--- config.mk ---
export PLATFORM = sky130hd
export DESIGN_NAME = cbb_copyback_buf
export DESIGN_NICKNAME = d
export VERILOG_FILES = /design/src/rtl/cbb_pkg.sv /design/src/rtl/cbb_rst_sync.sv /design/src/rtl/cbb_line_store.sv /design/src/rtl/cbb_drain_seq.sv /design/src/rtl/cbb_snoop_cmp.sv /design/src/rtl/cbb_copyback_buf.sv
export SDC_FILE = /design/constraint.sdc
export NUM_CORES = 1
export LEC_CHECK = 0
export ABC_CLOCK_PERIOD_IN_PS = 60200
export BUFFER_PORTS_ARGS = -buffer_cell sky130_fd_sc_hd__buf_2
export CORE_AREA = 2 2 170 172
export DETAILED_ROUTE_END_ITERATION = 10
export DIE_AREA = 0 0 172 174
export GPL_TIMING_DRIVEN = 0
export HOLD_SLACK_MARGIN = 0.08
export PLACE_DENSITY_LB_ADDON = 0.3
export SLEW_MARGIN = 20
export SYNTH_ARGS = -nofsm -noshare
export SYNTH_HDL_FRONTEND = slang
export SYNTH_SLANG_ARGS = --single-unit
--- constraint.sdc ---
create_clock -name clk -period 60.2 [get_ports clk]
set_input_delay 12.04 -clock clk [delete_from_list [all_inputs] [get_ports clk]]
set_output_delay 12.04 -clock clk [all_outputs]
set_load 0.02 [all_outputs]
--- src/rtl/cbb_pkg.sv ---
package cbb_pkg;

  // Origin of a line captured by the buffer; the encoding is visible on fill_src.
  typedef enum logic [1:0] {
    SRC_PCI_COPYBACK = 2'd0,
    SRC_L2_CASTOUT   = 2'd1,
    SRC_L2_FLUSH     = 2'd2,
    SRC_ECC_BURST    = 2'd3
  } fill_src_e;

  // Byte-offset mask of a line of the given size in bytes.
  function automatic logic [63:0] line_off_mask(input int unsigned line_bytes);
    return 64'(line_bytes) - 64'd1;
  endfunction

endpackage

--- src/rtl/cbb_rst_sync.sv ---
module cbb_rst_sync #(
  parameter int unsigned STAGES = 2
) (
  input  logic clk,
  input  logic rst_n,
  output logic rst_sync_n
);

  logic [STAGES-1:0] sync_q;
  logic [STAGES-1:0] sync_d;

  always_comb begin
    sync_d = {sync_q[STAGES-2:0], 1'b1};
  end

  always_ff @(posedge clk or negedge rst_n) begin
    if (!rst_n) begin
      sync_q <= '0;
    end else begin
      sync_q <= sync_d;
    end
  end

  assign rst_sync_n = sync_q[STAGES-1];

endmodule

--- src/rtl/cbb_line_store.sv ---
module cbb_line_store #(
  parameter int unsigned ADDR_W = 32,
  parameter int unsigned LINE_W = 256
) (
  input  logic              clk,
  input  logic              rst_n,
  input  logic              load,
  input  logic [ADDR_W-1:0] load_addr,
  input  logic [LINE_W-1:0] load_line,
  input  logic              load_ecc,
  input  logic              ecc_ready,
  input  logic              clear,
  output logic              valid,
  output logic [ADDR_W-1:0] line_addr,
  output logic [LINE_W-1:0] line_data,
  output logic              ecc_hold
);

  logic valid_q, valid_d;
  logic hold_q, hold_d;
  logic ctl_en;
  logic [ADDR_W-1:0] addr_q;
  logic [LINE_W-1:0] data_q;

  // Next-state: clear (drain done or invalidated) wins over a load.
  always_comb begin
    valid_d = valid_q;
    hold_d  = hold_q;
    if (clear) begin
      valid_d = 1'b0;
      hold_d  = 1'b0;
    end else if (load) begin
      valid_d = 1'b1;
      hold_d  = load_ecc;
    end else if (ecc_ready) begin
      hold_d  = 1'b0;
    end
  end

  assign ctl_en = clear | load | ecc_ready;

  always_ff @(posedge clk or negedge rst_n) begin
    if (!rst_n) begin
      valid_q <= 1'b0;
      hold_q  <= 1'b0;
    end else if (ctl_en) begin
      valid_q <= valid_d;
      hold_q  <= hold_d;
    end
  end

  // Payload registers carry no reset; they are qualified by valid_q.
  always_ff @(posedge clk) begin
    if (load) begin
      addr_q <= load_addr;
      data_q <= load_line;
    end
  end

  assign valid     = valid_q;
  assign ecc_hold  = hold_q;
  assign line_addr = addr_q;
  assign line_data = data_q;

  // a held line is never overwritten while it stays valid.
  a_r3_no_overwrite: assert property (@(posedge clk) disable iff (!rst_n)
    (valid_q && !clear) |=> (valid_q && $stable(data_q) && $stable(addr_q)));

  // the ECC hold only exists on an occupied buffer.
  a_r5_hold_needs_line: assert property (@(posedge clk) disable iff (!rst_n)
    hold_q |-> valid_q);

endmodule

--- src/rtl/cbb_drain_seq.sv ---
module cbb_drain_seq #(
  parameter int unsigned ADDR_W = 32,
  parameter int unsigned BEAT_W = 64,
  parameter int unsigned BEATS  = 4
) (
  input  logic                    clk,
  input  logic                    rst_n,
  input  logic                    valid,
  input  logic                    ecc_hold,
  input  logic                    cancel,
  input  logic [ADDR_W-1:0]       line_addr,
  input  logic [BEAT_W*BEATS-1:0] line_data,
  input  logic                    mem_gnt,
  output logic                    mem_req,
  output logic [ADDR_W-1:0]       mem_addr,
  output logic [BEAT_W-1:0]       mem_wdata,
  output logic                    mem_last,
  output logic                    done
);

  localparam int unsigned BIDX_W    = (BEATS > 1) ? $clog2(BEATS) : 1;
  localparam int unsigned BEAT_B    = BEAT_W / 8;
  localparam int unsigned BYTE_W    = $clog2(BEAT_B);
  localparam int unsigned LINE_B    = BEAT_B * BEATS;
  localparam logic [ADDR_W-1:0] OFF_MASK = ADDR_W'(cbb_pkg::line_off_mask(LINE_B));
  localparam logic [BIDX_W-1:0] LAST_IDX = BIDX_W'(BEATS - 1);

  logic [BIDX_W-1:0] beat_q, beat_d;
  logic              beat_en;
  logic              take;
  logic [BEAT_W-1:0] words [BEATS];

  // Split the line into beats; beat 0 is the least significant slice.
  for (genvar g = 0; g < BEATS; g++) begin : g_word
    assign words[g] = line_data[g*BEAT_W +: BEAT_W];
  end

  assign mem_req   = valid & ~ecc_hold;
  assign take      = mem_req & mem_gnt;
  assign mem_last  = mem_req & (beat_q == LAST_IDX);
  assign done      = take & (beat_q == LAST_IDX);
  assign mem_wdata = words[beat_q];
  assign mem_addr  = (line_addr & ~OFF_MASK) | (ADDR_W'(beat_q) << BYTE_W);

  always_comb begin
    beat_d = beat_q;
    if (cancel || done) begin
      beat_d = '0;
    end else if (take) begin
      beat_d = beat_q + 1'b1;
    end
  end

  assign beat_en = cancel | take;

  always_ff @(posedge clk or negedge rst_n) begin
    if (!rst_n) begin
      beat_q <= '0;
    end else if (beat_en) begin
      beat_q <= beat_d;
    end
  end

  // a stalled beat holds its address until granted.
  a_r4_hold_on_stall: assert property (@(posedge clk) disable iff (!rst_n)
    (mem_req && !mem_gnt && !cancel) |=> (mem_req && $stable(mem_addr)));

  // granted beats walk upward through the line one beat at a time.
  a_r4_beat_order: assert property (@(posedge clk) disable iff (!rst_n)
    (take && !mem_last && !cancel) |=> (mem_addr == $past(mem_addr) + ADDR_W'(BEAT_B)));

  // a drain always starts at beat 0.
  a_r4_start_at_zero: assert property (@(posedge clk) disable iff (!rst_n)
    (!valid) |-> (beat_q == '0));

endmodule

--- src/rtl/cbb_snoop_cmp.sv ---
module cbb_snoop_cmp #(
  parameter int unsigned ADDR_W = 32,
  parameter int unsigned LINE_B = 32
) (
  input  logic              clk,
  input  logic              rst_n,
  input  logic              valid,
  input  logic [ADDR_W-1:0] line_addr,
  input  logic              snp_valid,
  input  logic [ADDR_W-1:0] snp_addr,
  input  logic              snp_is_pci,
  input  logic              snp_burst_wr,
  input  logic              snoop_en,
  input  logic              drain_done,
  output logic              inv_hit,
  output logic              inval,
  output logic              bcast
);

  localparam logic [ADDR_W-1:0] OFF_MASK = ADDR_W'(cbb_pkg::line_off_mask(LINE_B));

  logic hit;
  logic inval_q, inval_d;
  logic bcast_q, bcast_d;

  assign hit     = snp_valid & valid & (((snp_addr ^ line_addr) & ~OFF_MASK) == '0);
  assign inv_hit = hit & ~snp_is_pci & snp_burst_wr;

  always_comb begin
    inval_d = inv_hit & ~drain_done;
    bcast_d = hit & snp_is_pci & snoop_en;
  end

  always_ff @(posedge clk or negedge rst_n) begin
    if (!rst_n) begin
      inval_q <= 1'b0;
      bcast_q <= 1'b0;
    end else begin
      inval_q <= inval_d;
      bcast_q <= bcast_d;
    end
  end

  assign inval = inval_q;
  assign bcast = bcast_q;

  // an empty buffer answers no snoop.
  a_r12_idle_quiet: assert property (@(posedge clk) disable iff (!rst_n)
    (!valid) |=> (!inval_q && !bcast_q));

  // no broadcast is requested while snooping is disabled.
  a_r10_no_bcast_when_off: assert property (@(posedge clk) disable iff (!rst_n)
    (!snoop_en) |=> !bcast_q);

  // one access cannot both invalidate and broadcast.
  a_r9_one_action: assert property (@(posedge clk) disable iff (!rst_n)
    !(inval_q && bcast_q));

endmodule

--- src/rtl/cbb_copyback_buf.sv ---
module cbb_copyback_buf #(
  parameter int unsigned ADDR_W = 32,
  parameter int unsigned BEAT_W = 64,
  parameter int unsigned BEATS  = 4
) (
  input  logic                    clk,
  input  logic                    rst_n,
  input  logic                    fill_valid,
  input  logic [1:0]              fill_src,
  input  logic [ADDR_W-1:0]       fill_addr,
  input  logic [BEAT_W*BEATS-1:0] fill_line,
  output logic                    fill_busy,
  output logic                    pcirb_load,
  input  logic                    ecc_ready,
  output logic                    mem_req,
  input  logic                    mem_gnt,
  output logic [ADDR_W-1:0]       mem_addr,
  output logic [BEAT_W-1:0]       mem_wdata,
  output logic                    mem_last,
  input  logic                    snp_valid,
  input  logic [ADDR_W-1:0]       snp_addr,
  input  logic                    snp_is_pci,
  input  logic                    snp_burst_wr,
  input  logic                    snoop_en,
  output logic                    snp_inval,
  output logic                    snp_bcast
);

  import cbb_pkg::*;

  localparam int unsigned LINE_W = BEAT_W * BEATS;
  localparam int unsigned LINE_B = LINE_W / 8;

  logic              rst_sync_n;
  logic              valid;
  logic              ecc_hold;
  logic              load;
  logic              clear;
  logic              drain_done;
  logic              inv_hit;
  fill_src_e         src;
  logic [ADDR_W-1:0] line_addr;
  logic [LINE_W-1:0] line_data;

  cbb_rst_sync #(.STAGES(2)) u_rst (
    .clk        (clk),
    .rst_n      (rst_n),
    .rst_sync_n (rst_sync_n)
  );

  assign src        = fill_src_e'(fill_src);
  assign load       = fill_valid & ~valid;
  assign clear      = drain_done | inv_hit;
  assign fill_busy  = valid;
  assign pcirb_load = load & (src == SRC_PCI_COPYBACK);

  cbb_line_store #(.ADDR_W(ADDR_W), .LINE_W(LINE_W)) u_store (
    .clk       (clk),
    .rst_n     (rst_sync_n),
    .load      (load),
    .load_addr (fill_addr),
    .load_line (fill_line),
    .load_ecc  (src == SRC_ECC_BURST),
    .ecc_ready (ecc_ready),
    .clear     (clear),
    .valid     (valid),
    .line_addr (line_addr),
    .line_data (line_data),
    .ecc_hold  (ecc_hold)
  );

  cbb_drain_seq #(.ADDR_W(ADDR_W), .BEAT_W(BEAT_W), .BEATS(BEATS)) u_drain (
    .clk       (clk),
    .rst_n     (rst_sync_n),
    .valid     (valid),
    .ecc_hold  (ecc_hold),
    .cancel    (inv_hit),
    .line_addr (line_addr),
    .line_data (line_data),
    .mem_gnt   (mem_gnt),
    .mem_req   (mem_req),
    .mem_addr  (mem_addr),
    .mem_wdata (mem_wdata),
    .mem_last  (mem_last),
    .done      (drain_done)
  );

  cbb_snoop_cmp #(.ADDR_W(ADDR_W), .LINE_B(LINE_B)) u_snoop (
    .clk          (clk),
    .rst_n        (rst_sync_n),
    .valid        (valid),
    .line_addr    (line_addr),
    .snp_valid    (snp_valid),
    .snp_addr     (snp_addr),
    .snp_is_pci   (snp_is_pci),
    .snp_burst_wr (snp_burst_wr),
    .snoop_en     (snoop_en),
    .drain_done   (drain_done),
    .inv_hit      (inv_hit),
    .inval        (snp_inval),
    .bcast        (snp_bcast)
  );

  // an accepted fill occupies the buffer on the next cycle.
  a_r2_fill_takes: assert property (@(posedge clk) disable iff (!rst_sync_n)
    (fill_valid && !fill_busy) |=> fill_busy);

  // the buffer empties right after the last beat is granted.
  a_r4_last_empties: assert property (@(posedge clk) disable iff (!rst_sync_n)
    (mem_req && mem_gnt && mem_last) |=> !fill_busy);

  // a reported invalidation leaves nothing to drain.
  a_r8_inval_empty: assert property (@(posedge clk) disable iff (!rst_sync_n)
    snp_inval |-> (!fill_busy && !mem_req));

  // a completing drain is never reported as invalidated.
  a_r11_last_wins: assert property (@(posedge clk) disable iff (!rst_sync_n)
    (mem_req && mem_gnt && mem_last) |=> !snp_inval);

  // nothing is requested or reported while reset is held internally.
  a_r1_reset_quiet: assert property (@(posedge clk)
    (!rst_sync_n) |-> (!mem_req && !fill_busy && !snp_inval && !snp_bcast));

endmodule

---- Word level (Yosys, flattened, before mapping) ----
Cells that the tools add are included.
word-level totals
  flip-flop bits (word level) ............. 296
  input bits .............................. 331
  logic and storage cells ................. 55
cells by class
  $add $sub $neg .......................... 1
  order comparisons ....................... 1
  equality and inequality tests ........... 2
  mux-type cells .......................... 10
  bitwise operators ....................... 24
  reductions and logical operators ........ 9
operators with widths
  kind                   count
  $bmux W64 S2           1
  $mux W64               2
  $logic_not A32 Y1      1
  $or A32 B5 Y32         1
  $xor A32 B32 Y32       1
  $and A1 B1 Y1          13
  $reduce_and A2 Y1      3
  $mux W1                5
  $eq A2 B2 Y1 const B   2
  $mux W2                2
  $not A1 Y1             4
  $or A1 B1 Y1           4
  $reduce_bool A2 Y1     2
  $ge A3 B3 Y1 const B   1
  $not A2 Y3             1
  $reduce_bool A3 Y1     1
  $add A2 B1 Y2 const B  1
  $logic_not A2 Y1       1
  $logic_or A1 B1 Y1     1

---- Longest topological paths before layout ----
Gate-level depths: netlist of the first run.
  depth after elaboration ................. 9
  mapped depth ............................ 5
  gate-level depth less buffers ........... 5

---- Cells and area by module ----
A second synthesis of the first run with hierarchy kept.
unflattened totals
  cell total of the unflattened synthesis .. 469
  area total of the unflattened synthesis .. 11103.1 um^2
modules (own cells, without submodules)
  module            times used  cells an instance  area each (um^2)  sequential area each (um^2)
  cbb_line_store    1           295                8723.4            8698.3
  cbb_drain_seq     1           122                1913.1            50.0
  cbb_snoop_cmp     1           45                 377.9             50.0
  cbb_rst_sync      1           3                  53.8              50.0
  cbb_copyback_buf  1           4                  35.0              0.0

---- Least setup slack after synthesis of the first run ----
OpenSTA, ideal clock, no wires.
  path kind ............................... in2out
  from .................................... input fill_valid
  to ...................................... output pcirb_load
  data arrival time ....................... 25.365 ns
  data required time ...................... 48.160 ns
  setup slack ............................. 22.795 ns
  cell stages on the path ................. 2
  buffers on the path ..................... 0
  path through ............................ nor2b_1 > nor3b_1
on the way
  cells in the longest elaborated chain, start to end .. 2
RTL lines
  what             line                    text
  start, declared  cbb_copyback_buf.sv:8   input logic fill_valid,
  $and A1 B1 Y1    cbb_copyback_buf.sv:52  assign load = fill_valid & ~valid;
  $and A1 B1 Y1    cbb_copyback_buf.sv:55  assign pcirb_load = load & (src == SRC_PCI_COPYBACK);
  end, declared    cbb_copyback_buf.sv:13  output logic pcirb_load,
No other way between the ends.

---- Worst setup path after layout of the first run ----
  from .................................... input fill_valid
  to ...................................... output pcirb_load
on the way
  cells in the longest elaborated chain, start to end .. 2
RTL lines
  what            line                    text
  $and A1 B1 Y1   cbb_copyback_buf.sv:52
  named net load  cbb_copyback_buf.sv:37  logic load;
  $and A1 B1 Y1   cbb_copyback_buf.sv:55
The timed path passes the listed nets, and every way through them passes these cells.

==> summary.txt, run 1 <==
Distinct cells, synth = 27
Routed length per instance = 19.4 um
Area of the die = 0.0299 mm2
RSZ-0062 raised after global routing = false
Critical path, cell by cell = buf_2, nor2b_4, buf_12, nor3b_1, buf_2
Synth Area in Compound Gates = 0.199%
Yosys top cell area share = 79.5%
Final instance area = 0.0145 mm2
Via density = 4.62
I/O Pins = 433
H-tree Lvls = 2
Final hold viol count = 0
Max-slew headroom = 47.6%
Syn avg cell area = 24.6 um2
Post-synthesis mux area share = 13.5%
Pin count of the biggest net entering global routing = 30
CP Launch Type = primary input
F_max = 39.7 MHz
DP Worst Slack = 34.99 ns
Post-layout util = 51.4%
Iter 0 DRT Violations = 280
#FFs+latches synth = 291
Pleak = 5.53 nW
Post-Synthesis Cells = 434
Synth warn = 0
Ranking of synthesized cells by area = edfxtp_1, mux4_2, xor2_1
Drt total wl = 25,500 um
Max Root-Sink Buffers = 3
Adder-cell share of the synthesized area = 0.117%
Fin crit share = 41.8%
Top FF cell, synth = edfxtp_1
CP Class = in2out
Grt ovf = 0
Overall power = 0.609 mW
Crit path max fanout = 26
First-pass GRT wire length = 37,200 um
Max Cap Viol = 0
Antenna violations before repair = 9
Dpl cell area = 0.0135 mm2
Hold-fix buffers, CTS = 0
Post-CTS Resized = 0
Final max-slew violation count = 0
Post-Syn Area = 0.0107 mm2
# rows = 62
Setup crit end kind = output port
Area Growth Syn to Fin = 35.8%
Final critical path time including I/O delays and setup = 25.19 ns
CP most frequent cell = buf_2
DR pass1 iterations = 4
DPL Wire Length = 19,300 um
Post-route setup slack = 35.01 ns
Die width = 172 um
Final RePlAce weighted congestion = 0.768
Status = finished, final reports clean
Share of cells above drive strength 1 = 59.9%
Root Driver = clkbuf_16
Synth Area in Simple Gates = 1.72%
Fraction of registers with async set or reset after synthesis = 2.75%
Vias = 6,074
Clk sinks = 291
Core footprint = 0.0282 mm2
Slew @ Worst Pin = 0.786 ns
Number of synthesized flops with an enable pin = 283
GRT Total Usage = 16.8%
Reg2reg start = u_store.valid
CTS buffer count = 34
Post-route ant nets = 0
Maximum vdd drop = 0.0239 mV
Xor/xnor share of the synthesized area = 2.21%
Req. time, crit path = 48.16 ns
Layout fillers = 2,419
Crit path largest cell delay = 0.39 ns
Setup_tns = 0 ns
Top cells by count, synth = edfxtp_1, mux4_2, xor2_1
I/O Buffers = 419
Slowest-stage cell, CP = nor2b_4
Setup violations, final = 0
HP Class = reg2async
CP Data Arrival Time = 13.15 ns
Worst Clk Skew = 0.0188 ns
Clock transition at path regs = 0.06 ns
CTS tree = built
Seq/Total Area, Yosys = 81.4%
Count leader, synth = edfxtp_1
Vias in the first global route = 6,612
Power density cells = 42.0 mW/mm2
Biggest area consumer among synthesized cells = edfxtp_1
Starting density of the core = 37.8%
Largest family of logic cells by synthesized area = multiplexers
Postcts setup bufs = 0
Worst-Skew Late Latency = 0.50 ns
Critical Path Start = fill_valid
# DRC = 0
DIE HEIGHT = 174 um
Final nets = 1,234
-- cell families after synthesis --
logic type               count (synthesis)
buffers and inverters                   17
multiplexers                            64
other                                    2
flip-flops                             291
AO/OA/AOI/OAI                            4
adder cells (fa/ha/maj)                  1
XOR/XNOR                                27
AND/OR/NAND/NOR                         28
-- state kept, by name, indices dropped and copies added (netlist names) --
name and cells:
u_snoop.inval 1, u_store.ecc_hold 1, u_store.line_addr 27, u_store.line_data 256, u_store.valid 1, u_snoop.bcast 1, u_rst.sync_q 2, u_drain.beat_q 2
-- critical path: cells and delay by family --
| family | cells | cell delay, ns |
|---|---|---|
| and+or+nand+nor | 2 | 0.58 |
| buffers and inverters | 3 | 0.53 |
-- metrics by stage --
step                      std cells  hold WS, ns
after floorplan                 436       0.0678
after global placement         1239        0.103
after detailed placement       1250        0.111
after CTS                      1307       0.0883
after global routing           1314        0.121
final                          1315       0.0917
-- metal layers --
metal	GRT usage [%]	wire length (um)	vias up
met5	0	13	-
met4	6.13	610	2
met3	5.35	2510	53
met2	29.9	13400	307
met1	18.7	8940	2938
li1	-	-	2774
-- layout by cell type, fill, tap and decap left out, types with 2 or more instances in the layout --
master / count
buf_12: 9
clkinvlp_4: 2
nor2_1: 4
clkinv_1: 7
inv_6: 3
buf_2: 426
xor2_1: 23
xnor2_1: 4
diode_2: 8
and2_1: 2
conb_1: 4
mux4_2: 64
buf_1: 2
nand2_1: 4
clkbuf_1: 10
buf_16: 2
nor3b_1: 3
nor4_1: 6
dfrtp_1: 8
a21oi_1: 2
clkbuf_16: 34
edfxtp_1: 283
buf_4: 3
clkinv_2: 5
-- cell type report --
cell class / instances / area (um2) / area share (%)
Sequential cell: 291 / 8700 / 59.9
Timing Repair Buffer: 430 / 2330 / 16.1
Multi-Input combinational cell: 128 / 1920 / 13.2
Clock buffer: 39 / 870 / 5.99
Tap cell: 384 / 480 / 3.31
Clock inverter: 18 / 109 / 0.750
Buffer: 17 / 83.8 / 0.578
Antenna cell: 8 / 20.0 / 0.138
-- path summary, 6_finish.rpt --
check                      slack [ns]                endpoint  cells past startpoint
max                             35.01              pcirb_load                      5
min                              0.09       u_drain.beat_q[1]                      0
max reg2reg                     57.91  u_store.line_data[218]                      6
min reg2reg                      0.09       u_drain.beat_q[1]                      0
max in group asynchronous       48.78         u_rst.sync_q[1]                      1
min in group clk                 0.36         u_rst.sync_q[1]                      0
-- where the power goes --
group	total (mW)	switching, mW	internal, mW
sequential	0.255	0.00659	0.248
clock	0.182	0.0776	0.104
combinational	0.173	0.0990	0.0738
Note: power is estimated with default switching activity, not from simulation.
==> inputs of run 2 (changes only) <==
--- a/config.mk
+++ b/config.mk
@@ -5,11 +5,12 @@
 export SDC_FILE = /design/constraint.sdc
 export NUM_CORES = 1
 export LEC_CHECK = 0
-export ABC_CLOCK_PERIOD_IN_PS = 60200
+export ABC_AREA = 1
+export ABC_CLOCK_PERIOD_IN_PS = 20400
 export BUFFER_PORTS_ARGS = -buffer_cell sky130_fd_sc_hd__buf_2
-export CORE_AREA = 2 2 170 172
+export CORE_AREA = 2 2 169 171
 export DETAILED_ROUTE_END_ITERATION = 10
-export DIE_AREA = 0 0 172 174
+export DIE_AREA = 0 0 171 173
 export GPL_TIMING_DRIVEN = 0
 export HOLD_SLACK_MARGIN = 0.08
 export PLACE_DENSITY_LB_ADDON = 0.3
==> constraint.sdc (replaced) <==
create_clock -name clk -period 20.4 [get_ports clk]
set_input_delay 4.08 -clock clk [delete_from_list [all_inputs] [get_ports clk]]
set_output_delay 4.08 -clock clk [all_outputs]
set_load 0.02 [all_outputs]
==> run 2 against run 1 <==
  * Cell area up 4.7%
  * Hold slack better by 0.0064 ns
  * Critical path depth up 1
  * Sequential cell count unchanged
==> summary.txt, run 2 <==
Synth warn = 0
Via density = 4.87
Slew @ Worst Pin = 0.689 ns
Maximum vdd drop = 0.0856 mV
Count leader, synth = edfxtp_1
Post-Synthesis Cells = 866
Postcts setup bufs = 0
Max reg flops = 256
Dpl cell area = 0.0142 mm2
Critical path, cell by cell = buf_2, inv_1, nor2_4, inv_1, nor3_1, buf_2
Final instance area = 0.0152 mm2
DP Worst Slack = 10.99 ns
R2R Path End = u_store.line_data[163]
Post-CTS Resized = 0
I/O Buffers = 419
Share of cells above drive strength 1 = 36.8%
Area of the die = 0.0296 mm2
Final critical path time including I/O delays and setup = 9.39 ns
Commonest non-fill, non-tap cell in the layout = buf_2
HP Class = reg2async
Iter 0 DRT Violations = 574
Drt total wl = 31,700 um
Pleak = 6.16 nW
Post-Syn Area = 0.0113 mm2
Post-route setup slack = 11.01 ns
Fraction of registers with async set or reset after synthesis = 2.75%
Vias = 8,497
CTS tree = built
Max Root-Sink Buffers = 3
Worst Reg-to-Reg Cells = 5
Clock transition at path regs = 0.07 ns
Clk sinks = 291
Crit path largest cell delay = 0.54 ns
Max-slew headroom = 54.0%
#FFs+latches synth = 291
DR pass1 iterations = 5
Vias in the first global route = 8,506
Top FF cell, synth = edfxtp_1
Antenna violations before repair = 10
Core footprint = 0.0276 mm2
Biggest area consumer among synthesized cells = edfxtp_1
DIE HEIGHT = 173 um
CTS buffer count = 31
Post-route ant nets = 0
Starting density of the core = 41.0%
Pin count of the biggest net entering global routing = 30
Worst-Skew Late Latency = 0.57 ns
Setup_tns = 0 ns
Post-layout util = 55.0%
Final hold viol count = 0
Hold-fix buffers, CTS = 0
Routed length per instance = 18.2 um
GRT Total Usage = 20.6%
F_max = 106 MHz
Distinct cells, synth = 26
CP Launch Type = primary input
Yosys top cell area share = 75.0%
CP Data Arrival Time = 5.31 ns
Crit path max fanout = 16
Status = finished, final reports clean
I/O Pins = 433
Final nets = 1,664
Final non-filler cell total = 1,745
Slowest-stage cell, CP = nor2_4
Number of synthesized flops with an enable pin = 283
Fin crit share = 46.0%
H-tree Lvls = 1
Root Driver = clkbuf_16
First-pass GRT wire length = 46,500 um
Syn avg cell area = 13.1 um2
Final RePlAce weighted congestion = 0.845
Die width = 171 um
Top cells by count, synth = edfxtp_1, nor2_1, o21ai_0
Hold WS = 0.0981 ns
Overall power = 1.96 mW
Area Growth Syn to Fin = 34.0%
# rows = 61
CP Class = in2out
Final max-slew violation count = 0
# placed instances = 1,677
Req. time, crit path = 16.32 ns
Grt ovf = 0
RSZ-0062 raised after global routing = false
Seq/Total Area, Yosys = 76.7%
Most frequent cells in the layout = buf_2, edfxtp_1, nor2_1
Ranking of synthesized cells by area = edfxtp_1, nor2_1, o21ai_0
Max Cap Viol = 0
Power density cells = 129 mW/mm2
Reg2Reg Setup Slack = 18.21 ns
DPL Wire Length = 23,200 um
Reg2reg start = u_store.valid
Setup crit end kind = output port
Setup violations, final = 0
Worst Clk Skew = 0.0161 ns
# DRC = 0
[run 2: cell type report]
| cell class | count | area, um2 |
|---|---|---|
| fill | 2421 | 12400 |
| sequential | 291 | 8700 |
| timing repair buffer | 431 | 2400 |
| multi-input combinational | 472 | 2210 |
| clock buffer | 37 | 798 |
| tap | 378 | 473 |
| inverter | 61 | 229 |
| buffer | 44 | 213 |
| clock inverter | 21 | 149 |
| antenna | 10 | 25.0 |
[run 2: cells by family after synthesis]
| logic type | Yosys count | synth area share (%) |
|---|---|---|
| flip-flops | 291 | 76.7 |
| AND/OR/NAND/NOR | 260 | 9.12 |
| AO/OA/AOI/OAI | 201 | 9.59 |
| buffers and inverters | 105 | 3.90 |
| XOR/XNOR | 6 | 0.464 |
| other | 2 | 0.0663 |
| adder cells (fa/ha/maj) | 1 | 0.110 |
[run 2: critical path: cells and delay by family]
| kind | cells | cell delay [ns] |
|---|---|---|
| and+or+nand+nor | 2 | 0.70 |
| buffers and inverters | 4 | 0.52 |
[run 2: worst max path at each step]
stage,to,cells after the start,startpoint
4_1_cts,pcirb_load,6,fill_valid
6_report,pcirb_load,6,fill_valid
3_5_place_dp,pcirb_load,6,fill_valid
2_1_floorplan,pcirb_load,4,fill_valid
5_1_grt,pcirb_load,6,fill_valid
3_3_place_gp,pcirb_load,6,fill_valid
[run 2: report_power, final]
| part | internal, mW | switching (mW) | total (mW) |
|---|---|---|---|
| Combinational | 0.213 | 0.467 | 0.680 |
| Clock | 0.293 | 0.230 | 0.523 |
| Sequential | 0.733 | 0.0228 | 0.756 |
| Total | 1.24 | 0.720 | 1.96 |
[run 2: per-layer routing]
layer  vias to the layer above  share of wire [%]  track usage, %
met5                         -                  0               0
met4                         0                3.4            7.52
met3                        63                8.1            4.55
met2                       381                 51            36.6
met1                      3994                 38            24.2
li1                       4059                  -               -
